<file path="src/rtl/kbd_emu_pkg.sv">
package kbd_emu_pkg;
    localparam int CTL_W     = 32;
    localparam int BYTE_W    = 8;
    localparam int NREG      = 4;
    localparam int EN_BIT    = 0;
    localparam int OF_BIT    = 0;
    localparam int IF_BIT    = 1;
    localparam int CD_BIT    = 3;
    localparam logic [CTL_W-1:0] CTL_RESET = 32'h0000_0010;

    typedef enum logic [1:0] {
        REG_CTL = 2'd0,
        REG_IN  = 2'd1,
        REG_OUT = 2'd2,
        REG_STS = 2'd3
    } reg_idx_e;

    typedef struct packed {
        logic [CTL_W-1:0]  ctl;
        logic [BYTE_W-1:0] inb;
        logic [BYTE_W-1:0] outb;
        logic [BYTE_W-1:0] sts;
        logic [BYTE_W-1:0] porta;
        logic              notify;
    } kbd_state_t;
endpackage

</file>
<file path="src/rtl/kbd_nat_decode.sv">
module kbd_nat_decode #(
    parameter int AW = 12,
    parameter int NREG = 4,
    parameter int STRIDE = 4,
    parameter logic [AW-1:0] BASE = 12'h100
) (
    input  logic [AW-1:0]   addr,
    output logic [NREG-1:0] sel
);
    for (genvar i = 0; i < NREG; i++) begin : g_sel
        localparam logic [AW-1:0] OFS = BASE + AW'(i * STRIDE);
        assign sel[i] = (addr == OFS);
    end
endmodule

</file>
<file path="src/rtl/kbd_io_decode.sv">
module kbd_io_decode #(
    parameter int AW = 16,
    parameter logic [AW-1:0] P_DATA = 16'h0060,
    parameter logic [AW-1:0] P_CMD  = 16'h0064,
    parameter logic [AW-1:0] P_A    = 16'h0092
) (
    input  logic [AW-1:0] io_addr,
    input  logic          emu_en,
    output logic          hit_data,
    output logic          hit_cmd,
    output logic          hit_a
);
    assign hit_data = emu_en && (io_addr == P_DATA);
    assign hit_cmd  = emu_en && (io_addr == P_CMD);
    assign hit_a    = (io_addr == P_A);
endmodule

</file>
<file path="src/rtl/kbd_emu_regs.sv">
module kbd_emu_regs
    import kbd_emu_pkg::*;
#(
    parameter int NAT_AW = 12,
    parameter int IO_AW  = 16,
    parameter logic [NAT_AW-1:0] NAT_BASE = 12'h100,
    parameter logic [IO_AW-1:0]  P_DATA = 16'h0060,
    parameter logic [IO_AW-1:0]  P_CMD  = 16'h0064,
    parameter logic [IO_AW-1:0]  P_A    = 16'h0092
) (
    input  logic              clk,
    input  logic              rst_n,
    input  logic              nat_valid,
    input  logic              nat_write,
    input  logic [NAT_AW-1:0] nat_addr,
    input  logic [CTL_W-1:0]  nat_wdata,
    output logic [CTL_W-1:0]  nat_rdata,
    input  logic              io_valid,
    input  logic              io_write,
    input  logic [IO_AW-1:0]  io_addr,
    input  logic [BYTE_W-1:0] io_wdata,
    output logic [BYTE_W-1:0] io_rdata,
    output logic              io_hit,
    output logic              notify
);
    localparam int STRIDE = CTL_W / 8;
    localparam logic [NAT_AW-1:0] NAT_LAST = NAT_BASE + NAT_AW'((NREG - 1) * STRIDE);

    kbd_state_t q, d;
    logic [NREG-1:0] nsel;
    logic hit_data, hit_cmd, hit_a;
    logic nat_wr, io_rd, io_wr;

    kbd_nat_decode #(.AW(NAT_AW), .NREG(NREG), .STRIDE(STRIDE), .BASE(NAT_BASE)) u_nat_dec (
        .addr(nat_addr), .sel(nsel)
    );

    kbd_io_decode #(.AW(IO_AW), .P_DATA(P_DATA), .P_CMD(P_CMD), .P_A(P_A)) u_io_dec (
        .io_addr(io_addr), .emu_en(q.ctl[EN_BIT]),
        .hit_data(hit_data), .hit_cmd(hit_cmd), .hit_a(hit_a)
    );

    assign nat_wr = nat_valid && nat_write;
    assign io_rd  = io_valid && !io_write;
    assign io_wr  = io_valid && io_write;

    // Next-state process: native writes first, legacy side effects override.
    always_comb begin
        d = q;
        if (nat_wr && nsel[REG_CTL]) d.ctl  = nat_wdata;
        if (nat_wr && nsel[REG_IN])  d.inb  = nat_wdata[BYTE_W-1:0];
        if (nat_wr && nsel[REG_OUT]) d.outb = nat_wdata[BYTE_W-1:0];
        if (nat_wr && nsel[REG_STS]) d.sts  = nat_wdata[BYTE_W-1:0];
        if (io_wr && hit_a) d.porta = io_wdata;
        if (io_wr && hit_data) begin
            d.inb         = io_wdata;
            d.sts[IF_BIT] = 1'b1;
            d.sts[CD_BIT] = 1'b0;
        end
        if (io_wr && hit_cmd) begin
            d.inb         = io_wdata;
            d.sts[IF_BIT] = 1'b0;
            d.sts[CD_BIT] = 1'b1;
        end
        if (io_rd && hit_data) d.sts[OF_BIT] = 1'b0;
        d.notify = (d.sts[IF_BIT] && !q.sts[IF_BIT]) || (q.sts[OF_BIT] && !d.sts[OF_BIT]);
    end

    always_ff @(posedge clk or negedge rst_n) begin
        if (!rst_n) begin
            q       <= '0;
            q.ctl   <= CTL_RESET;
        end else begin
            q <= d;
        end
    end

    always_comb begin
        nat_rdata = '0;
        unique case (1'b1)
            nsel[REG_CTL]: nat_rdata = q.ctl;
            nsel[REG_IN]:  nat_rdata = {{(CTL_W-BYTE_W){1'b0}}, q.inb};
            nsel[REG_OUT]: nat_rdata = {{(CTL_W-BYTE_W){1'b0}}, q.outb};
            nsel[REG_STS]: nat_rdata = {{(CTL_W-BYTE_W){1'b0}}, q.sts};
            default:       nat_rdata = '0;
        endcase
    end

    always_comb begin
        if (hit_data)     io_rdata = q.outb;
        else if (hit_cmd) io_rdata = q.sts;
        else if (hit_a)   io_rdata = q.porta;
        else              io_rdata = '0;
    end

    assign io_hit = io_valid && (hit_data || hit_cmd || hit_a);
    assign notify = q.notify;


    unmapped_zero_chk: assert property (@(posedge clk) disable iff (!rst_n)
        ((nat_addr < NAT_BASE) || (nat_addr > NAT_LAST) || (nat_addr[1:0] != 2'b00)) |-> (nat_rdata == '0));

    data_rd_clear_chk: assert property (@(posedge clk) disable iff (!rst_n)
        (io_valid && !io_write && io_addr == P_DATA && q.ctl[EN_BIT]) |=> !q.sts[OF_BIT]);

    data_wr_flags_chk: assert property (@(posedge clk) disable iff (!rst_n)
        (io_valid && io_write && io_addr == P_DATA && q.ctl[EN_BIT])
        |=> (q.sts[IF_BIT] && !q.sts[CD_BIT] && q.inb == $past(io_wdata)));

    cmd_rd_stable_chk: assert property (@(posedge clk) disable iff (!rst_n)
        (io_valid && !io_write && io_addr == P_CMD && q.ctl[EN_BIT] && !nat_valid) |=> $stable(q.sts));

    cmd_wr_flags_chk: assert property (@(posedge clk) disable iff (!rst_n)
        (io_valid && io_write && io_addr == P_CMD && q.ctl[EN_BIT])
        |=> (!q.sts[IF_BIT] && q.sts[CD_BIT] && q.inb == $past(io_wdata)));

    emu_off_chk: assert property (@(posedge clk) disable iff (!rst_n)
        (!q.ctl[EN_BIT] && (io_addr == P_DATA || io_addr == P_CMD)) |-> (!io_hit && io_rdata == '0));

    notify_src_chk: assert property (@(posedge clk) disable iff (!rst_n)
        notify |-> ($rose(q.sts[IF_BIT]) || $fell(q.sts[OF_BIT])));
endmodule

</file>
<file path="config.mk">
export PLATFORM = sky130hd
export DESIGN_NAME = kbd_emu_regs
export DESIGN_NICKNAME = d
export VERILOG_FILES = /design/src/rtl/kbd_emu_pkg.sv /design/src/rtl/kbd_nat_decode.sv /design/src/rtl/kbd_io_decode.sv /design/src/rtl/kbd_emu_regs.sv
export SDC_FILE = /design/constraint.sdc
export NUM_CORES = 1
export LEC_CHECK = 0
export ABC_AREA = 1
export CAP_MARGIN = 20
export CORE_MARGIN = 3
export CORE_UTILIZATION = 55
export CTS_CLUSTER_DIAMETER = 50
export DETAILED_ROUTE_END_ITERATION = 8
export DONT_BUFFER_PORTS = 1
export PLACE_DENSITY = 0.73
export REMOVE_ABC_BUFFERS = 1
export SLEW_MARGIN = 20
export SYNTH_ARGS = -nofsm -noshare
export SYNTH_HDL_FRONTEND = slang
export SYNTH_SLANG_ARGS = --single-unit
</file>
<file path="constraint.sdc">
create_clock -name clk -period 1.35 [get_ports clk]
set_clock_uncertainty 0.1 [all_clocks]
set_input_delay 0.2025 -clock clk [delete_from_list [all_inputs] [get_ports clk]]
set_output_delay 0.2025 -clock clk [all_outputs]
set_load 0.05 [all_outputs]
</file>
==> impl_metrics.ini, run 1 <==
[synth]
synth-seq-cells = 65
synth_async_sr_flop_share_pct = 100.0
postSynthCellCount = 448
synth_cell_types = 34
syn_area_per_cell_um2 = 7.778
syn-cell-area_um2 = 3485
yosysWarnings = 0
synth_edf_count = 0
yosysSeqAreaShare_pct = 46.71
ys.flop_type = dfrtp_1

[floorplanning]
die_x_um = 85.60
rows = 28
fp.dieH_um = 85.60
initial_core_util_pct = 57.83
ios = 116

[status]
stop_error = [ERROR DPL-0033] detailed placement checks failed during check placement.
lastStage = clock tree synthesis
status = did not finish

[clocking]
cts_buffers = 9
cts_resized = 129
cts_buffer_depth = 2
hold_buffers = 42
postCtsSetupBuffers = 20
cts-root-buf = clkbuf_8
htree_levels = 3
cts_sinks = 65

[placed_design]
numPortBuffers = 0
gp_congestion = 0.8691
hpwl_um = 7133
post_dp_cell_area_um2 = 4323
## cell families after synthesis
| family | Yosys count | synth area share (%) |
|---|---|---|
| and+or+nand+nor | 224 | 30.66 |
| buffers and inverters | 80 | 9.766 |
| AOI/OAI and AO/OA | 78 | 12.53 |
| DFF | 65 | 46.71 |
| muxes | 1 | 0.3231 |
## synthesized netlist by cell type, types with 2 or more instances
library cell,count,area (µm²)
a21oi_1,7,35.03
buf_1,2,7.510
buf_2,8,40.04
buf_4,2,15.01
buf_6,3,33.78
clkbuf_1,4,15.01
clkinv_1,2,7.510
dfrtp_1,64,1602
inv_1,56,210.2
inv_2,3,11.26
nand2_1,85,319.1
nand3_1,46,230.2
nand3_4,2,35.03
nand4_1,28,175.2
nor2_1,51,191.4
nor2_4,3,33.78
o211ai_1,14,105.1
o21ai_0,21,105.1
o21ai_1,32,160.2
## through the flow
| step | hold WS (ps) | util, % | TNS, ps | std cells | setup WS [ps] |
|---|---|---|---|---|---|
| after global placement | -191.6 | 71.74 | -13810 | 588 | -272.7 |
| after floorplan | -193.1 | - | -47600 | 429 | -827.9 |
| after detailed placement | -192.1 | 71.74 | -16170 | 588 | -335.9 |
==> inputs of run 2 (changes only) <==
- CORE_UTILIZATION: 55 -> 40
- CTS_CLUSTER_DIAMETER: 50 -> unset
- PLACE_DENSITY: 0.73 -> unset
- PLACE_DENSITY_LB_ADDON: unset -> 0.15
- clock period: 1.35 -> 1.75 ns (I/O delays scaled with it)
==> run 2 against run 1 <==
Effect of this change: synthesized area stayed put; the flow now finishes, with violations (negative hold slack, negative setup slack); synthesized cell count stayed put.
==> impl_metrics.ini, run 2 <==
[setup_path]
arrival_ps = 2110
start_kind = flip-flop
crit_fanout = 23
cp.required_ps = 1880
crit_type = reg -> reg
cp-end-kind = flip-flop

[synth]
syn_area_per_cell_um2 = 7.778
yosysSeqAreaShare_pct = 46.71
yosysTopAreaCellShare_pct = 45.96
synth_most_common_cell = nand2_1
synth_cell_types = 34
ys.flop_type = dfrtp_1
syn-cell-area_um2 = 3485
synth-seq-cells = 65
synthTopCellsByArea = dfrtp_1, nand2_1, nand3_1, inv_1, nor2_1
synthTopCellsByCount = nand2_1, dfrtp_1, inv_1, nor2_1, nand3_1
postSynthCellCount = 448
yosysWarnings = 0
synth_async_sr_flop_share_pct = 100.0
yosys.area.top_type = dfrtp_1
synth_edf_count = 0

[power_and_ir_drop]
comb_power_share_pct = 5.6
finalPower_mw = 3.252
p_sw_mw = 0.6691
p_int_mw = 2.583
power.density_nw_per_um2 = 648.7
ir_worst_vdd_mv = 0.5206
power_switching_share_pct = 20.58
power.leakage_nw = 2.470
clock_power_share_pct = 48.0
pwr-share-seq_pct = 46.4

[finish]
largest_register = q
mostFrequentLayoutCell = nand2_1
final_nets = 629
diodes = 0
final_cell_mix = nand2_1, dfrtp_1, buf_4
largest_register_ffs = 64
area_delta_synth_final_pct = 43.84
nFillCells = 753
layout.area.seq_um2 = 1629
drive_gt1_share_pct = 23.04
multiInputGateArea_um2 = 1598

[grt]
grt_overflow_total = 0
antenna_found_initial = 0
grt_pass1_vias = 3500
track_usage_pct = 21.74
grt_max_degree = 66
grt_pass1_wl_um = 17040

[job]
maxCapViolCount = 0

[min_path]
min_path_type = in -> async

[detailed_routing]
met1_length_um = 4330
routedWlPerCell_um = 15.53
wl_met3_um = 735
ant_nets = 0
num_vias = 3539
finalWirelength_um = 10330
vias_per_cell = 5.322
drc_errors = 0
dr_wl_met2_um = 5027
firstDrtPassIters = 5
drtIter0Drc = 217
highest_layer = met4

[sta]
max_clock_freq_mhz = 506.0
period_share_pct = 112.9
worst_pin_slew_ps = 485.0
timing.slew.headroom_pct = 67.59
slew_violations = 0
rsz0062_at_grt = yes
finalHoldWorstSlack_ps = -489.2
final.setup.tns_ps = -3125
fin_crit_ps = 1976
setup_violations = 17
hold_violations = 66
setup_ws_ps = -226.3

[clocking]
hold_buffers = 38
clk_latency_ps = 340
tritoncts = built
htree_levels = 3
cts-root-buf = clkbuf_8
cts_sinks = 65
clkSlewWorstSetupHoldPaths_ps = 70
cts_buffer_depth = 2
cts_buffers = 9

[placed_design]
gp_congestion = 0.8851
numPortBuffers = 0
hpwl_um = 7120

[floorplanning]
initial_core_util_pct = 41.78
die_x_um = 99.34
rows = 33
core_area_um2 = 8341
ios = 116
fp.dieH_um = 99.34
die_area_um2 = 9867

[status]
status = finished, violations left
violations = negative hold slack, negative setup slack
run 2: cell counts after synthesis:
Identical to the previous run, type by type.
run 2: metal layers:
layer / vias up / GRT usage (%)
met2: 138 / 35.54
met3: 20 / 5.891
li1: 1700 / -
met5: - / 0
met1: 1681 / 27.92
met4: 0 / 7.353
run 2: cell families (layout without fill, tap and decap cells):
kind of cell / count (synthesis) / in the layout / share of synthesized area [%]
AND/OR/NAND/NOR: 224 / 224 / 30.66
AO/OA/AOI/OAI: 78 / 78 / 12.53
flip-flops: 65 / 65 / 46.71
buffers and inverters: 80 / 192 / 9.766
multiplexers: 1 / 1 / 0.3231
run 2: power groups by stage:
stage | registers (mW) | clock network (mW) | logic (mW)
after floorplan | 1.54 | 0 | 0.0640
after global placement | 1.54 | 0 | 0.0946
after detailed placement | 1.54 | 0 | 0.0956
after CTS | 1.51 | 1.60 | 0.171
after global routing | 1.51 | 1.67 | 0.198
final | 1.51 | 1.56 | 0.181
run 2: path summary, 6_finish.rpt:
path | from | endpoint | cells after the start | slack, ps
worst max-delay path | q[33] | q[28] | 13 | -230
worst min-delay path | rst_n | q[1] | 0 | -490
worst max register to register | q[33] | q[28] | 13 | -230
worst min register to register | q[37] | q[37] | 2 | 380
max in group asynchronous | rst_n | q[37] | 0 | 1830
min in group clk | io_wdata[0] | q[1] | 2 | 0
run 2: timing repair:
action | in CTS | in global routing
resized for setup | 15 | 22
endpoints found under the hold margin | 111 | 65
setup endpoints to repair | 12 | 49
pin swaps | 4 | 7
setup buffers | 7 | 6
run 2: final cells by class:
| type | count | share of cell area (%) |
|---|---|---|
| Sequential cell | 65 | 32.50 |
| Multi-Input combinational cell | 303 | 31.88 |
| Timing Repair Buffer | 115 | 23.39 |
| Inverter | 61 | 4.743 |
| Clock buffer | 11 | 2.821 |
| Tap cell | 105 | 2.621 |
| Clock inverter | 5 | 2.047 |
run 2: per-stage QoR:
| stage | std cells | area (µm²) | util [%] | setup WS (ps) | hold slack [ps] |
|---|---|---|---|---|---|
| global placement | 599 | 4180 | 50.12 | -30.62 | -131.1 |
| finish | 665 | 5012 | 60.10 | -226.3 | -489.2 |
| global route | 665 | 5012 | 60.10 | -322.3 | -513.2 |
| detailed placement | 599 | 4180 | 50.12 | -72.81 | -131.1 |
| CTS | 659 | 4873 | 58.43 | -278.2 | -508.3 |
| floorplan | 429 | 3373 | - | -547.9 | -133.1 |
run 2: worst max-delay path, stage by stage, from the launching register on:
cell     delay [ps]
dfrtp_1         390
nand3_2          80
nor2_4           50
buf_4           130
buf_4           120
buf_4           130
buf_4           130
buf_4           120
buf_4           110
nand4_1         120
buf_12          180
nand3_2          70
nand3_1          80
nand2_1          50
Note: power is estimated with default switching activity, not from simulation.
==> inputs of run 3 (changes only) <==
- CELL_PAD_IN_SITES_DETAIL_PLACEMENT: unset -> 1
- CELL_PAD_IN_SITES_GLOBAL_PLACEMENT: unset -> 1
- GPL_ROUTABILITY_DRIVEN: unset -> 1
- PLACE_DENSITY: unset -> 0.83
- PLACE_DENSITY_LB_ADDON: 0.15 -> unset
==> run 3 against run 2 <==
Effect of this change: clock-buffer cell count shrank 1; the flow still finishes with violations (negative hold slack, negative setup slack); wire length up 36%; non-clock buffer count shrank 6.
==> impl_metrics.ini, run 3 (synthesis results as in run 2) <==
[placed_design]
dpl_worst_slack_ps = -164.0
numPortBuffers = 0
gp_congestion = 0.8686
hpwl_um = 8267

[setup_path]
r2r_start = q[33]
reg2reg_setup_slack_ps = -50
rr_worst_depth = 11
arrival_ps = 1690
cp-end-kind = primary output
crit_fanout = 8
critPathLaunch = q[33]
crit_type = reg -> out
rr_endpoint = q[28]
start_kind = flip-flop
cp.required_ps = 1390

[finish]
area_delta_synth_final_pct = 44.34
multiInputGateArea_um2 = 1668
largest_register = q
final_cell_mix = nand2_1, dfrtp_1, inv_1
finish.utilization_pct = 60.31
largest_register_ffs = 64
nFillCells = 969
final_nets = 625
mostFrequentLayoutCell = nand2_1
diodes = 0
drive_gt1_share_pct = 24.28
layout.area.seq_um2 = 1629

[clocking]
cts_buffer_depth = 2
hold_buffers = 36
tritoncts = built
clkSlewWorstSetupHoldPaths_ps = 90
cts_sinks = 65
clk_latency_ps = 340
htree_levels = 3
cts_buffers = 9
cts-root-buf = clkbuf_8

[floorplanning]
die_area_um2 = 9867
die_x_um = 99.34
ios = 116
core_area_um2 = 8341
initial_core_util_pct = 41.78
fp.dieH_um = 99.34
rows = 33

[sta]
setup_ws_ps = -297.5
hold_violations = 65
finalHoldWorstSlack_ps = -514.1
max_clock_freq_mhz = 488.4
setup_violations = 12
period_share_pct = 117.0
rsz0062_at_grt = yes
slew_violations = 0
timing.slew.headroom_pct = 69.78
fin_crit_ps = 2048
worst_pin_slew_ps = 453.6

[detailed_routing]
drc_errors = 0
drtIter0Drc = 285
num_vias = 3819
routedWlPerCell_um = 21.26
firstDrtPassIters = 5
ant_nets = 0
vias_per_cell = 5.778
finalWirelength_um = 14060

[grt]
grt_overflow_total = 0
grt_pass1_vias = 4013
track_usage_pct = 26.51
grt_max_degree = 66
grt_pass1_wl_um = 20330
antenna_found_initial = 0

[status]
status = finished, violations left
violations = negative hold slack, negative setup slack

[power_and_ir_drop]
power.density_nw_per_um2 = 607.0
power.leakage_nw = 2.439
ir_worst_vdd_mv = 0.4444

[job]
maxCapViolCount = 0

[min_path]
min_path_type = in -> async
-- run 3: worst max path at each step --
stage / slack [ps] / endpoint / cells after the start
after detailed placement: -160 / q[44] / 8
after CTS: -290 / io_rdata[3] / 7
final: -300 / io_rdata[5] / 7
after global placement: -10 / nat_rdata[0] / 6
after floorplan: -550 / nat_rdata[0] / 5
after global routing: -400 / io_rdata[7] / 7
-- run 3: layout make-up --
cell class,count,area share (%)
multi-input cells,305,33.16
inverters,61,4.826
repair buffers,109,22.99
well taps,105,2.612
clock inverters,6,1.294
flip-flops and latches,65,32.39
clock buffers,10,2.736
-- run 3: layer usage --
layer	share of wire [%]	GRT usage, %
met5	0	0
met4	3.3	10.82
met3	7.7	6.101
met2	52	46.54
met1	37	31.18
-- run 3: metrics by stage --
step	instances	instance area [µm²]	power [mW]	TNS, ps
after floorplan	429	3373	1.601	-23400
after global placement	591	4070	1.625	-10.23
after detailed placement	591	4070	1.630	-4052
after CTS	647	4725	3.030	-2312
after global routing	661	5030	3.160	-4135
final	661	5030	3.053	-2382
-- run 3: critical path, stage by stage (launching register included) --
cell and delay, ps:
dfrtp_1 370, nand3_2 110, nor2_4 150, nand2_4 90, inv_6 90, o211ai_1 90
a21oi_1 200, buf_4 230
-- run 3: what timing repair did --
item | in CTS | in global routing
buffers inserted | 3 | 11
resized for setup | 13 | 39
gates cloned | 1 | 3
setup endpoints to repair | 35 | 24
pin swaps | 11 | 17
endpoints found under the hold margin | 106 | 65
-- run 3: power by group --
group	switching, mW	internal [mW]	leakage, nW	total (mW)
combinational	0.105	0.0946	1.57	0.199
sequential	0.00338	1.51	0.768	1.51
clock	0.646	0.699	0.103	1.34
total	0.754	2.30	2.44	3.05
==> inputs of run 4 (changes only) <==
- CTS_BUF_LIST: unset -> sky130_fd_sc_hd__clkbuf_8
- MAX_ROUTING_LAYER: unset -> met4
==> run 4 against run 3 <==
Effect of this change: the run still ends with negative hold slack, negative setup slack left; worst hold slack better by 1.8 ps; die area did not move; via count is 0.34% higher; final cell count decreased by 0.76%; register-to-register slack better by 190 ps; sequential power barely moved; worst setup slack better by 14 ps; total power rose by 5.4%; cell area fell by 1.2%; critical path depth increased by 1; global-route usage rose by 0.055 points; critical path type unchanged; largest power group is now the clock network; highest routed layer unchanged.
==> impl_metrics.ini, run 4 (synthesis results as in run 2) <==
[finish]
final_nets = 620
drive_gt1_share_pct = 22.69
diodes = 0
final_cells = 656
multiInputGateArea_um2 = 1657
nFillCells = 986
final_area_um2 = 4971
finish.utilization_pct = 59.60
largest_register = q
largest_register_ffs = 64
area_delta_synth_final_pct = 42.66
layout.area.seq_um2 = 1628
final_cell_mix = nand2_1, dfrtp_1, inv_1
mostFrequentLayoutCell = nand2_1

[clocking]
tritoncts = built
hold_buffers = 32
cts_buffer_depth = 2
clk_latency_ps = 350
cts-root-buf = clkbuf_8
clkSlewWorstSetupHoldPaths_ps = 90
cts_sinks = 65
cts_buffers = 9
htree_levels = 3

[floorplanning]
rows = 33
core_area_um2 = 8341
initial_core_util_pct = 41.78
fp.dieH_um = 99.34
ios = 116
die_x_um = 99.34
die_area_um2 = 9867

[grt]
grt_pass1_wl_um = 19930
grt_overflow_total = 0
grt_max_degree = 66
grt_pass1_vias = 3906
antenna_found_initial = 0
track_usage_pct = 26.56

[sta]
hold_violations = 66
timing.slew.headroom_pct = 69.55
setup_violations = 35
finalHoldWorstSlack_ps = -512.3
worst_pin_slew_ps = 457.0
final.setup.tns_ps = -3173
period_share_pct = 116.2
rsz0062_at_grt = yes
setup_ws_ps = -284.0
slew_violations = 0
max_clock_freq_mhz = 491.6
fin_crit_ps = 2034

[setup_path]
slowest_stage = dfrtp_1
crit_type = reg -> out
crit_fanout = 8
cp-end-kind = primary output
cp.required_ps = 1390
start_kind = flip-flop
crit_chain = nand3_2, nor2_4, nand2_4, nor2_4, inv_4, nor2_1, a21oi_1, buf_4
path_delay_family = simple AND/OR/NAND/NOR gates
arrival_ps = 1670
slowest_delay_ps = 380
cpMostUsedCell = nor2_4
cp_num_buf_inv = 2

[min_path]
min_path_type = in -> async

[placed_design]
numPortBuffers = 0
dp.cells = 591
hpwl_um = 8061
dpl_worst_slack_ps = -106.5
post_dp_cell_area_um2 = 4070
gp_congestion = 0.8757

[detailed_routing]
vias_per_cell = 5.841
drtIter0Drc = 298
firstDrtPassIters = 5
num_vias = 3832
drc_errors = 0
routedWlPerCell_um = 21.94
finalWirelength_um = 14390
ant_nets = 0

[power_and_ir_drop]
finalPower_mw = 3.219
power.density_nw_per_um2 = 647.6
ir_worst_vdd_mv = 0.4614
power.leakage_nw = 2.409

[status]
violations = negative hold slack, negative setup slack
status = finished, violations left

[job]
maxCapViolCount = 0
[run 4: final cells by class]
class                           instances  share of cell area [%]
Clock buffer                           10                   2.769
Inverter                               61                   4.883
Timing Repair Buffer                  102                   21.82
Sequential cell                        65                   32.75
Clock inverter                          6                   1.812
Tap cell                              105                   2.643
Multi-Input combinational cell        307                   33.32
[run 4: timing repair]
item,CTS,global route
gates cloned,1,4
setup buffers,3,9
pin swaps,8,13
gates resized for setup,12,29
endpoints found under the hold margin,100,65
endpoints found under the setup margin,34,35
[run 4: final timing paths]
kind,depth (start not counted),slack (ps),from,end
setup reg to reg,8,140,q[33],q[26]
min in group clk,2,-10,nat_wdata[4],q[29]
max in group asynchronous,0,1840,rst_n,q[37]
setup / recovery,8,-280,q[33],io_rdata[5]
hold reg to reg,2,390,q[37],q[37]
hold / removal,0,-510,rst_n,q[3]
[run 4: worst reg2reg max path, cell delays in order, from the launching register on]
cell and delay [ps]:
dfrtp_1 380, nand3_2 100, nor2_4 150, buf_4 120
buf_4 90, nand4_1 90, buf_6 190, nand3_1 130
o211ai_1 120
[run 4: where the power goes]
| part | internal (mW) | switching (mW) |
|---|---|---|
| clock network | 0.847 | 0.674 |
| logic | 0.0864 | 0.103 |
| registers | 1.51 | 0.00338 |
| total | 2.44 | 0.781 |
[run 4: layer usage]
| metal | GRT usage (%) | vias up | part of all wire [%] |
|---|---|---|---|
| met4 | 10.40 | 0 | 3.9 |
| met2 | 44.78 | 196 | 52 |
| met3 | 4.558 | 52 | 6.2 |
| met1 | 31.71 | 1889 | 38 |
| li1 | - | 1695 | - |
| met5 | - | - | 0 |
